$ cat src/rtl/smpbuf_pkg.sv
package smpbuf_pkg;

    localparam int AXIS_W   = 16;
    localparam int N_AXES   = 3;
    localparam int SAMPLE_W = AXIS_W * N_AXES;

    typedef logic signed [AXIS_W-1:0] axis_t;

    typedef struct packed {
        axis_t x;
        axis_t y;
        axis_t z;
    } sample_t;

    typedef enum logic [1:0] {
        MODE_PASS = 2'b00,
        MODE_HOLD = 2'b01,
        MODE_RING = 2'b10,
        MODE_CAPT = 2'b11
    } buf_mode_e;

    // storage operation issued by the controller each cycle
    typedef struct packed {
        logic push;
        logic pop;
        logic flush;
    } buf_op_t;

    function automatic logic at_or_above(input logic [7:0] cnt, input logic [7:0] lvl);
        return cnt >= lvl;
    endfunction

endpackage

$ cat src/rtl/smpbuf_mem.sv
module smpbuf_mem
    import smpbuf_pkg::*;
#(
    parameter int DEPTH = 32,
    localparam int AW = $clog2(DEPTH)
) (
    input  logic          clk,
    input  logic          rst,
    input  buf_op_t       op_i,
    input  sample_t       wdata_i,
    output sample_t       head_o,
    output logic [AW-1:0] wptr_o,
    output logic [AW-1:0] rptr_o
);

    sample_t       mem [DEPTH];
    logic [AW-1:0] wp_q;
    logic [AW-1:0] rp_q;

    always_ff @(posedge clk) begin
        if (op_i.push && !op_i.flush) begin
            mem[wp_q] <= wdata_i;
        end
    end

    always_ff @(posedge clk) begin
        if (rst || op_i.flush) begin
            wp_q <= '0;
            rp_q <= '0;
        end else begin
            if (op_i.push) wp_q <= wp_q + AW'(1);
            if (op_i.pop)  rp_q <= rp_q + AW'(1);
        end
    end

    assign head_o = mem[rp_q];
    assign wptr_o = wp_q;
    assign rptr_o = rp_q;

endmodule

$ cat src/rtl/smpbuf_ctl.sv
module smpbuf_ctl
    import smpbuf_pkg::*;
#(
    parameter int DEPTH = 32,
    localparam int LW = $clog2(DEPTH),
    localparam int CW = $clog2(DEPTH + 1)
) (
    input  logic          clk,
    input  logic          rst,
    input  buf_mode_e     mode_i,
    input  logic [LW-1:0] level_i,
    input  logic          vld_i,
    input  logic          trig_i,
    input  logic          rd_en_i,
    output buf_op_t       op_o,
    output buf_mode_e     mode_q_o,
    output logic [CW-1:0] count_o,
    output logic          wmark_o,
    output logic          ovr_o,
    output logic          trig_o
);

    localparam logic [CW-1:0] FULL_CNT = CW'(DEPTH);

    buf_mode_e     mode_q;
    logic [CW-1:0] count_q;
    logic          ovr_q;
    logic          trig_q;

    logic          mode_chg;
    logic          rd_ok;
    logic          full;
    logic          ovf;
    logic [CW-1:0] lvl;
    logic [CW-1:0] eff;
    buf_op_t       op;

    assign mode_chg = (mode_i != mode_q);
    assign full     = (count_q == FULL_CNT);
    assign rd_ok    = rd_en_i && (count_q != '0) && (mode_q != MODE_PASS);
    assign lvl      = CW'(level_i);
    assign eff      = count_q - CW'(rd_ok);

    always_comb begin
        op  = '0;
        ovf = 1'b0;
        if (mode_chg) begin
            op.flush = (mode_i == MODE_PASS);
        end else begin
            unique case (mode_q)
                MODE_PASS: begin
                end
                MODE_HOLD: begin
                    op.pop  = rd_ok;
                    op.push = vld_i && (!full || rd_ok);
                    ovf     = vld_i && full && !rd_ok;
                end
                MODE_RING: begin
                    op.push = vld_i;
                    op.pop  = rd_ok || (vld_i && full);
                    ovf     = vld_i && full && !rd_ok;
                end
                MODE_CAPT: begin
                    op.pop = rd_ok;
                    if (trig_q) begin
                        op.push = vld_i && (!full || rd_ok);
                        ovf     = vld_i && full && !rd_ok;
                    end else if (vld_i) begin
                        if (eff < lvl) begin
                            op.push = 1'b1;
                        end else if (lvl != '0 && !rd_ok) begin
                            op.push = 1'b1;
                            op.pop  = 1'b1;
                        end
                    end
                end
                default: begin
                end
            endcase
        end
    end

    always_ff @(posedge clk) begin
        if (rst) begin
            mode_q  <= MODE_PASS;
            count_q <= '0;
            ovr_q   <= 1'b0;
            trig_q  <= 1'b0;
        end else begin
            mode_q <= mode_i;
            if (op.flush) begin
                count_q <= '0;
            end else begin
                count_q <= count_q + CW'(op.push) - CW'(op.pop);
            end
            if (mode_chg) begin
                ovr_q  <= 1'b0;
                trig_q <= 1'b0;
            end else begin
                ovr_q <= ovr_q | ovf;
                if (mode_q == MODE_CAPT && trig_i) trig_q <= 1'b1;
            end
        end
    end

    assign op_o     = op;
    assign mode_q_o = mode_q;
    assign count_o  = count_q;
    assign ovr_o    = ovr_q;
    assign trig_o   = trig_q;
    assign wmark_o  = (mode_q != MODE_PASS) && at_or_above(8'(count_q), 8'(lvl));

    // count bound
    p_count_bound_r11: assert property (@(posedge clk) disable iff (rst)
        count_q <= FULL_CNT)
        else $error("count above depth");

    // nothing held in pass-through
    p_pass_empty_r1: assert property (@(posedge clk) disable iff (rst)
        (mode_q == MODE_PASS) |-> (count_q == '0))
        else $error("entries held in pass-through");

    // full queue drops the sample and flags overrun
    p_hold_drop_r2: assert property (@(posedge clk) disable iff (rst)
        (mode_q == MODE_HOLD && !mode_chg && full && vld_i && !rd_en_i)
        |=> (count_q == FULL_CNT && ovr_q))
        else $error("queue did not drop at full");

    // ring overwrite keeps the count at full
    p_ring_keep_r3: assert property (@(posedge clk) disable iff (rst)
        (mode_q == MODE_RING && !mode_chg && full && vld_i)
        |=> (count_q == FULL_CNT))
        else $error("ring count changed on overwrite");

    // mode change clears sticky flags
    p_chg_clear_r8: assert property (@(posedge clk) disable iff (rst)
        mode_chg |=> (!ovr_q && !trig_q))
        else $error("flags survived mode change");

    // trigger flag holds while the mode is unchanged
    p_trig_hold_r5: assert property (@(posedge clk) disable iff (rst)
        (trig_q && !mode_chg) |=> trig_q)
        else $error("trigger flag dropped");

endmodule

$ cat src/rtl/smpbuf_top.sv
module smpbuf_top
    import smpbuf_pkg::*;
#(
    parameter int DEPTH = 32,
    localparam int AW = $clog2(DEPTH),
    localparam int LW = $clog2(DEPTH),
    localparam int CW = $clog2(DEPTH + 1)
) (
    input  logic                clk,
    input  logic                rst,
    input  logic [1:0]          mode_i,
    input  logic [LW-1:0]       level_i,
    input  logic                smp_valid_i,
    input  logic [SAMPLE_W-1:0] smp_i,
    input  logic                trig_i,
    input  logic                rd_en_i,
    output logic [SAMPLE_W-1:0] rd_data_o,
    output logic [CW-1:0]       count_o,
    output logic                wmark_o,
    output logic                ovr_o,
    output logic                trig_done_o
);

    buf_op_t       op;
    buf_mode_e     mode_q;
    sample_t       head;
    sample_t       last_q;
    logic [AW-1:0] wptr;
    logic [AW-1:0] rptr;
    logic [CW-1:0] count;

    smpbuf_ctl #(.DEPTH(DEPTH)) u_ctl (
        .clk      (clk),
        .rst      (rst),
        .mode_i   (buf_mode_e'(mode_i)),
        .level_i  (level_i),
        .vld_i    (smp_valid_i),
        .trig_i   (trig_i),
        .rd_en_i  (rd_en_i),
        .op_o     (op),
        .mode_q_o (mode_q),
        .count_o  (count),
        .wmark_o  (wmark_o),
        .ovr_o    (ovr_o),
        .trig_o   (trig_done_o)
    );

    smpbuf_mem #(.DEPTH(DEPTH)) u_mem (
        .clk     (clk),
        .rst     (rst),
        .op_i    (op),
        .wdata_i (sample_t'(smp_i)),
        .head_o  (head),
        .wptr_o  (wptr),
        .rptr_o  (rptr)
    );

    // pass-through holding register
    always_ff @(posedge clk) begin
        if (rst) begin
            last_q <= '0;
        end else if (smp_valid_i) begin
            last_q <= sample_t'(smp_i);
        end
    end

    assign rd_data_o = (mode_q == MODE_PASS) ? SAMPLE_W'(last_q) : SAMPLE_W'(head);
    assign count_o   = count;

    // pointer distance matches the reported count
    p_ptr_track_r9: assert property (@(posedge clk) disable iff (rst)
        AW'(wptr - rptr) == count[AW-1:0])
        else $error("pointer distance differs from count");

endmodule

$ cat config.mk
export PLATFORM = sky130hd
export DESIGN_NAME = smpbuf_top
export DESIGN_NICKNAME = d
export VERILOG_FILES = /design/src/rtl/smpbuf_pkg.sv /design/src/rtl/smpbuf_mem.sv /design/src/rtl/smpbuf_ctl.sv /design/src/rtl/smpbuf_top.sv
export SDC_FILE = /design/constraint.sdc
export NUM_CORES = 1
export LEC_CHECK = 0
export CORE_ASPECT_RATIO = 1.2
export CORE_UTILIZATION = 55
export DETAILED_ROUTE_END_ITERATION = 6
export GPL_ROUTABILITY_DRIVEN = 0
export PLACE_DENSITY_LB_ADDON = 0.05
export REMOVE_ABC_BUFFERS = 1
export SYNTH_ARGS = -nofsm -noshare
export SYNTH_HDL_FRONTEND = slang
export SYNTH_SLANG_ARGS = --single-unit
export TNS_END_PERCENT = 30
$ cat constraint.sdc
create_clock -name clk -period 18.2 [get_ports clk]
set_input_delay 3.64 -clock clk [delete_from_list [all_inputs] [get_ports clk]]
set_output_delay 3.64 -clock clk [all_outputs]
set_load 0.005 [all_outputs]
==> out/metrics.cfg, run 1 <==
[status]
status = finished, violations left
violations = DRC, slew limit

[clock_tree]
cts_max_path_buffers = 3
cts_setup_buffers = 0
clkSlewWorstSetupHoldPaths_ns = 0.06
cts_tree = built
cts_max_level = 4
cts_buffers = 156
clk_latency_ns = 0.77
cts_resized = 0
clock_sinks = 1609
cts-root-buf = clkbuf_16
holdBufCountCts = 0

[pwr]
p_int_mw = 6.01
ir_drop_mv = 0.102
sequentialPowerShare = 0.544
power_leakage_nw = 21.3
power.share.clock = 0.429
p_sw_frac = 0.197
p_sw_mw = 1.47
power_density_nw_per_um2 = 108
combPwrFrac = 0.027
finalPower_mw = 7.48

[setup_path]
critPathMaxFanout = 3
worstPathRequired_ns = 14.56
arrival_ns = 5.85
crit_start = level_i[0]
slowest_stage = clkdlybuf4s50_1
reg2regPathDepth = 16
crit_path_max_incr_delay_ns = 0.48
worstPathCellList = clkdlybuf4s50_1 -> ha_1 -> nand2b_1 -> a21o_1 -> a21oi_1 -> nor2b_1 -> o21ai_0 -> a21oi_1 -> clkdlybuf4s50_1
r2r_setup_slack_ns = 12.71
crit_type = input port to output pin
setup.worst_path.end_class = output pin
worstReg2RegStart = u_ctl.mode_q_o[0]$_SDFF_PP0_
r2r_end = u_mem.mem[15][11]$_DFFE_PP_
start_kind = input port

[die]
num_rows = 133
die_h_um = 368
die_area_sq_um = 113000
die_w_um = 307
ioPinCount = 117
start_util = 0.558
core_area_sq_um = 110000

[route]
drt-vias-per-instance = 6.46
wl_per_cell_um = 33.0
via_count = 29571
drt_pass1_iterations = 7
ant_nets = 0
wl_um = 151000
drtIter0Drc = 3325
remaining_drc_errors = 1

[global_routing]
grt_antenna_before_repair = 6
use_met1 = 0.374
grt_util_met3 = 0.0493
grt_pass1_vias = 30918
top_usage_layer = met2
grt_pass1_wl_um = 215000
grtUsageMet2 = 0.449
track_usage = 0.272
grt_max_degree = 164
overflow = 0

[place]
io_buffers = 116
dpl_worst_slack_ns = 8.77
place_inst = 4286
post-dp-hpwl_um = 73000

[sta]
holdWs_ns = 0.492
timing.final.crit_period_ns = 9.49
drv_slew = 69
slew_headroom = -0.0303
hold_viol_final = 0
setup_viol = 0
worst_slew_pin_slew_ns = 1.55
rsz0062_at_grt = false
max_freq_mhz = 105
worst_slack_ns = 8.71
post-route-period-util = 0.521
skew_ns = 0.0224

[yosys]
yosys_register_bits = 1609
syn-cell-area_sq_um = 61400
netlist-cell-type-count = 51
netlist_instances = 2793
synthTopCellsByArea = edfxtp_1 (75%), mux4_2 (13%), dfxtp_1 (2.4%)
synth_ff_type = edfxtp_1
synth_top_area_share = 0.751
yosys_warnings = 0
synth_area_per_cell_sq_um = 22.0
yosysSeqAreaShare = 0.775
synth_edf_count = 1536
synth_area_leader_cell = edfxtp_1
async_flop_share = 0

[worst_hold_path]
min_path_type = flop to flop
hold-path-endpoint = last_q[41]$_SDFFE_PP0P_
min-delay-start = last_q[41]$_SDFFE_PP0P_
holdPathStages = 2

[finish]
layout-drive-gt1-share = 0.217
final_core_util = 0.628
layout_common_cells = edfxtp_1 (1536), mux4_2 (354), o22ai_1 (192), clkbuf_16 (164), clkdlybuf4s50_1 (114)
multiInputGateArea_sq_um = 13000
syn_to_final_growth_pct = 12.6
regArea_sq_um = 47600
nFillCells = 7632
stdcell_count = 4575
final_common_cell = edfxtp_1
fin_nets = 3052

[flow_run]
timing.max_cap.violations = 0

-- critical path, delay by kind of cell --
kind	cells	cell delay, ns
buffers and inverters	2	0.92
and+or+nand+nor	2	0.24
AOI/OAI and AO/OA	4	0.75
adders and majority gates	1	0.30
-- worst max-delay path by stage --
| stage | to | cells after the start | slack [ns] |
|---|---|---|---|
| finish | wmark_o | 9 | 8.71 |
| global route | wmark_o | 9 | 8.61 |
| CTS | wmark_o | 9 | 8.75 |
| detailed placement | wmark_o | 9 | 8.77 |
| global placement | wmark_o | 9 | 8.81 |
| floorplan | rd_data_o[0] | 4 | -3.29 |
-- synthesized netlist by cell type, types with 31 or more instances --
cell      instances
edfxtp_1       1536
mux4_2          354
o22ai_1         192
dfxtp_1          73
buf_2            66
nor2_1           66
nand2_1          59
mux2i_1          50
o21ai_1          48
or4_1            48
clkbuf_1         44
buf_6            33
ha_1             32
and3_1           31
-- cells by family after synthesis --
| group | Yosys count | synth area share |
|---|---|---|
| XOR/XNOR | 12 | 0.00171 |
| buffers and inverters | 180 | 0.0174 |
| AND/OR/NAND/NOR | 247 | 0.0212 |
| multiplexers | 434 | 0.151 |
| AO/OA/AOI/OAI | 278 | 0.0275 |
| flip-flops | 1609 | 0.775 |
| adder cells (fa/ha/maj) | 33 | 0.00684 |
-- state kept, by name, indices dropped and copies added, names as in the netlist, named ones only --
name and cells:
last_q 48, u_ctl.count_o 6, u_ctl.mode_q_o 2, u_ctl.ovr_o 1, u_ctl.trig_o 1, u_mem.mem 1536, u_mem.rptr_o 5, u_mem.wptr_o 5
-- routing by layer --
layer  part of all wire  vias to the layer above
li1                   -                    12183
met2               0.50                     1175
met1               0.40                    16011
met4              0.024                        6
met5            0.00023                        -
met3              0.071                      196
-- power by group through the flow --
stage          logic (mW)  registers (mW)  clock network (mW)
6_report            0.199            4.07                3.21
5_1_grt             0.216            4.07                3.39
4_1_cts             0.200            4.07                3.26
3_5_place_dp        0.200            4.15                   0
3_3_place_gp        0.191            4.15                   0
2_1_floorplan      0.0966            4.15                   0
-- through the flow --
stage               setup TNS [ns]  cell area, sq um
floorplan                  -135.57             60500
global placement                 0             64100
detailed placement               0             64100
CTS                              0             69200
global route                     0             69200
finish                           0             69200
-- final cells by class --
cell class / count / share of cell area
clock buffers: 216 / 0.0633
repair buffers: 164 / 0.0225
diodes: 1 / 0.0000362
inverters: 24 / 0.00130
flip-flops and latches: 1609 / 0.688
well taps: 1485 / 0.0269
multi-input cells: 1004 / 0.188
clock inverters: 72 / 0.0102
No activity file was read; power rests on OpenSTA's default activity.
==> inputs of run 2 (changes only) <==
==> constraint.sdc (replaced) <==
create_clock -name clk -period 8.05 [get_ports clk]
set_input_delay 1.61 -clock clk [delete_from_list [all_inputs] [get_ports clk]]
set_output_delay 1.61 -clock clk [all_outputs]
set_load 0.005 [all_outputs]
==> out/metrics.cfg, run 2 (synthesis gave the netlist of run 1 again) <==
[die]
ioPinCount = 117
die_h_um = 368
die_area_sq_um = 113000
start_util = 0.558
num_rows = 133
die_w_um = 307
core_area_sq_um = 110000

[sta]
post-route-period-util = 0.758
setup_viol = 0
rsz0062_at_grt = false
max_freq_mhz = 164
timing.final.crit_period_ns = 6.10
hold_viol_final = 0
drv_slew = 0
skew_ns = 0.0273
slew_headroom = 0.250
worst_slew_pin_slew_ns = 1.12

[setup_path]
arrival_ns = 4.49
r2r_setup_slack_ns = 3.00
critPathMaxFanout = 36
critPathCapture = rd_data_o[46]
worstPathRequired_ns = 6.44
worstReg2RegStart = u_ctl.mode_q_o[0]$_SDFF_PP0_
r2r_end = u_ctl.count_o[4]$_SDFF_PP0_
start_kind = flop
reg2regPathDepth = 22
setup.worst_path.end_class = output pin
crit_type = flop to output pin

[pwr]
power_density_nw_per_um2 = 242
p_sw_frac = 0.201
power_leakage_nw = 21.3
power.share.clock = 0.421
ir_drop_mv = 0.240
combPwrFrac = 0.030
p_sw_mw = 3.36
sequentialPowerShare = 0.549
finalPower_mw = 16.7
p_int_mw = 13.4

[place]
postPlaceCellArea_sq_um = 64400
io_buffers = 116
post-dp-hpwl_um = 85700

[route]
drt_pass1_iterations = 5
wl_per_cell_um = 32.9
drtIter0Drc = 3430
remaining_drc_errors = 0
via_count = 29725
wl_um = 151000
drt-vias-per-instance = 6.46
ant_nets = 0

[global_routing]
overflow = 0
grt_pass1_wl_um = 218000
grt_pass1_vias = 30294
grt_max_degree = 73
track_usage = 0.274
grt_antenna_before_repair = 13

[status]
status = complete, no violations

[clock_tree]
cts_setup_buffers = 0
cts_resized = 0
cts-root-buf = clkbuf_16
clock_sinks = 1609
cts_max_level = 4
clkSlewWorstSetupHoldPaths_ns = 0.06
cts_buffers = 154
clk_latency_ns = 0.78
cts_tree = built
holdBufCountCts = 0
cts_max_path_buffers = 3

[finish]
syn_to_final_growth_pct = 12.8
fin_nets = 3081
largest_register_ffs = 1536
layout-drive-gt1-share = 0.226
final_common_cell = edfxtp_1
layout_common_cells = edfxtp_1 (1536), mux4_2 (354), o22ai_1 (192), clkbuf_16 (162), clkdlybuf4s50_1 (108)
top_register = u_mem.mem
design_area_sq_um = 69300

[flow_run]
timing.max_cap.violations = 0

[worst_hold_path]
min_path_type = flop to flop

[run 2: how the worst min path moves through the flow]
stage / cells after the start / end / slack [ns] / from
2_1_floorplan: 2 / flop / 0.46 / u_mem.rptr_o[4]$_SDFFE_PP0N_
3_3_place_gp: 2 / last_q[6]$_SDFFE_PP0P_ / 0.47 / last_q[6]$_SDFFE_PP0P_
3_5_place_dp: 2 / last_q[34]$_SDFFE_PP0P_ / 0.49 / last_q[34]$_SDFFE_PP0P_
4_1_cts: 2 / last_q[14]$_SDFFE_PP0P_ / 0.50 / last_q[14]$_SDFFE_PP0P_
5_1_grt: 2 / last_q[46]$_SDFFE_PP0P_ / 0.52 / last_q[46]$_SDFFE_PP0P_
6_report: 2 / last_q[5]$_SDFFE_PP0P_ / 0.50 / last_q[5]$_SDFFE_PP0P_
[run 2: power groups by stage]
| stage | clock [mW] | combinational, mW | sequential, mW |
|---|---|---|---|
| finish | 7.05 | 0.498 | 9.20 |
| global route | 7.44 | 0.536 | 9.19 |
| CTS | 7.13 | 0.502 | 9.20 |
| detailed placement | 0 | 0.500 | 9.37 |
| global placement | 0 | 0.489 | 9.37 |
| floorplan | 0 | 0.218 | 9.39 |
[run 2: stage by stage]
step                utilization  hold slack [ns]  setup TNS [ns]  std cells  setup WS (ns)
floorplan                     -            0.459         -580.10       2637         -11.41
detailed placement        0.584            0.485               0       4317           1.89
global route              0.629            0.525               0       4598           1.72
finish                    0.629            0.500               0       4602           1.95
global placement          0.584            0.472               0       4317           1.80
CTS                       0.629            0.500               0       4598           1.82
[run 2: final cells by class]
type                            instances  area, sq um
Sequential cell                      1609        47600
Fill cell                            7551        40900
Multi-Input combinational cell       1004        13000
Clock buffer                          214         4370
Tap cell                             1485         1860
Timing Repair Buffer                  195         1830
Clock inverter                         67          527
Inverter                               24         90.1
Antenna cell                            4         10.0
[run 2: layer usage]
metal  track usage  vias to the layer above  wire (um)
li1              -                    12262          -
met1         0.399                    16102      64000
met2         0.437                     1171      74500
met3        0.0441                      186       9480
met4        0.0765                        4       3500
met5             0                        -         27
[run 2: critical path, stage by stage, from the launching register on]
cell	delay (ns)
dfxtp_4	0.89
buf_4	0.65
mux4_2	0.61
o22ai_1	0.63
or4_1	0.27
o21ai_1	0.11
clkdlybuf4s50_1	0.51
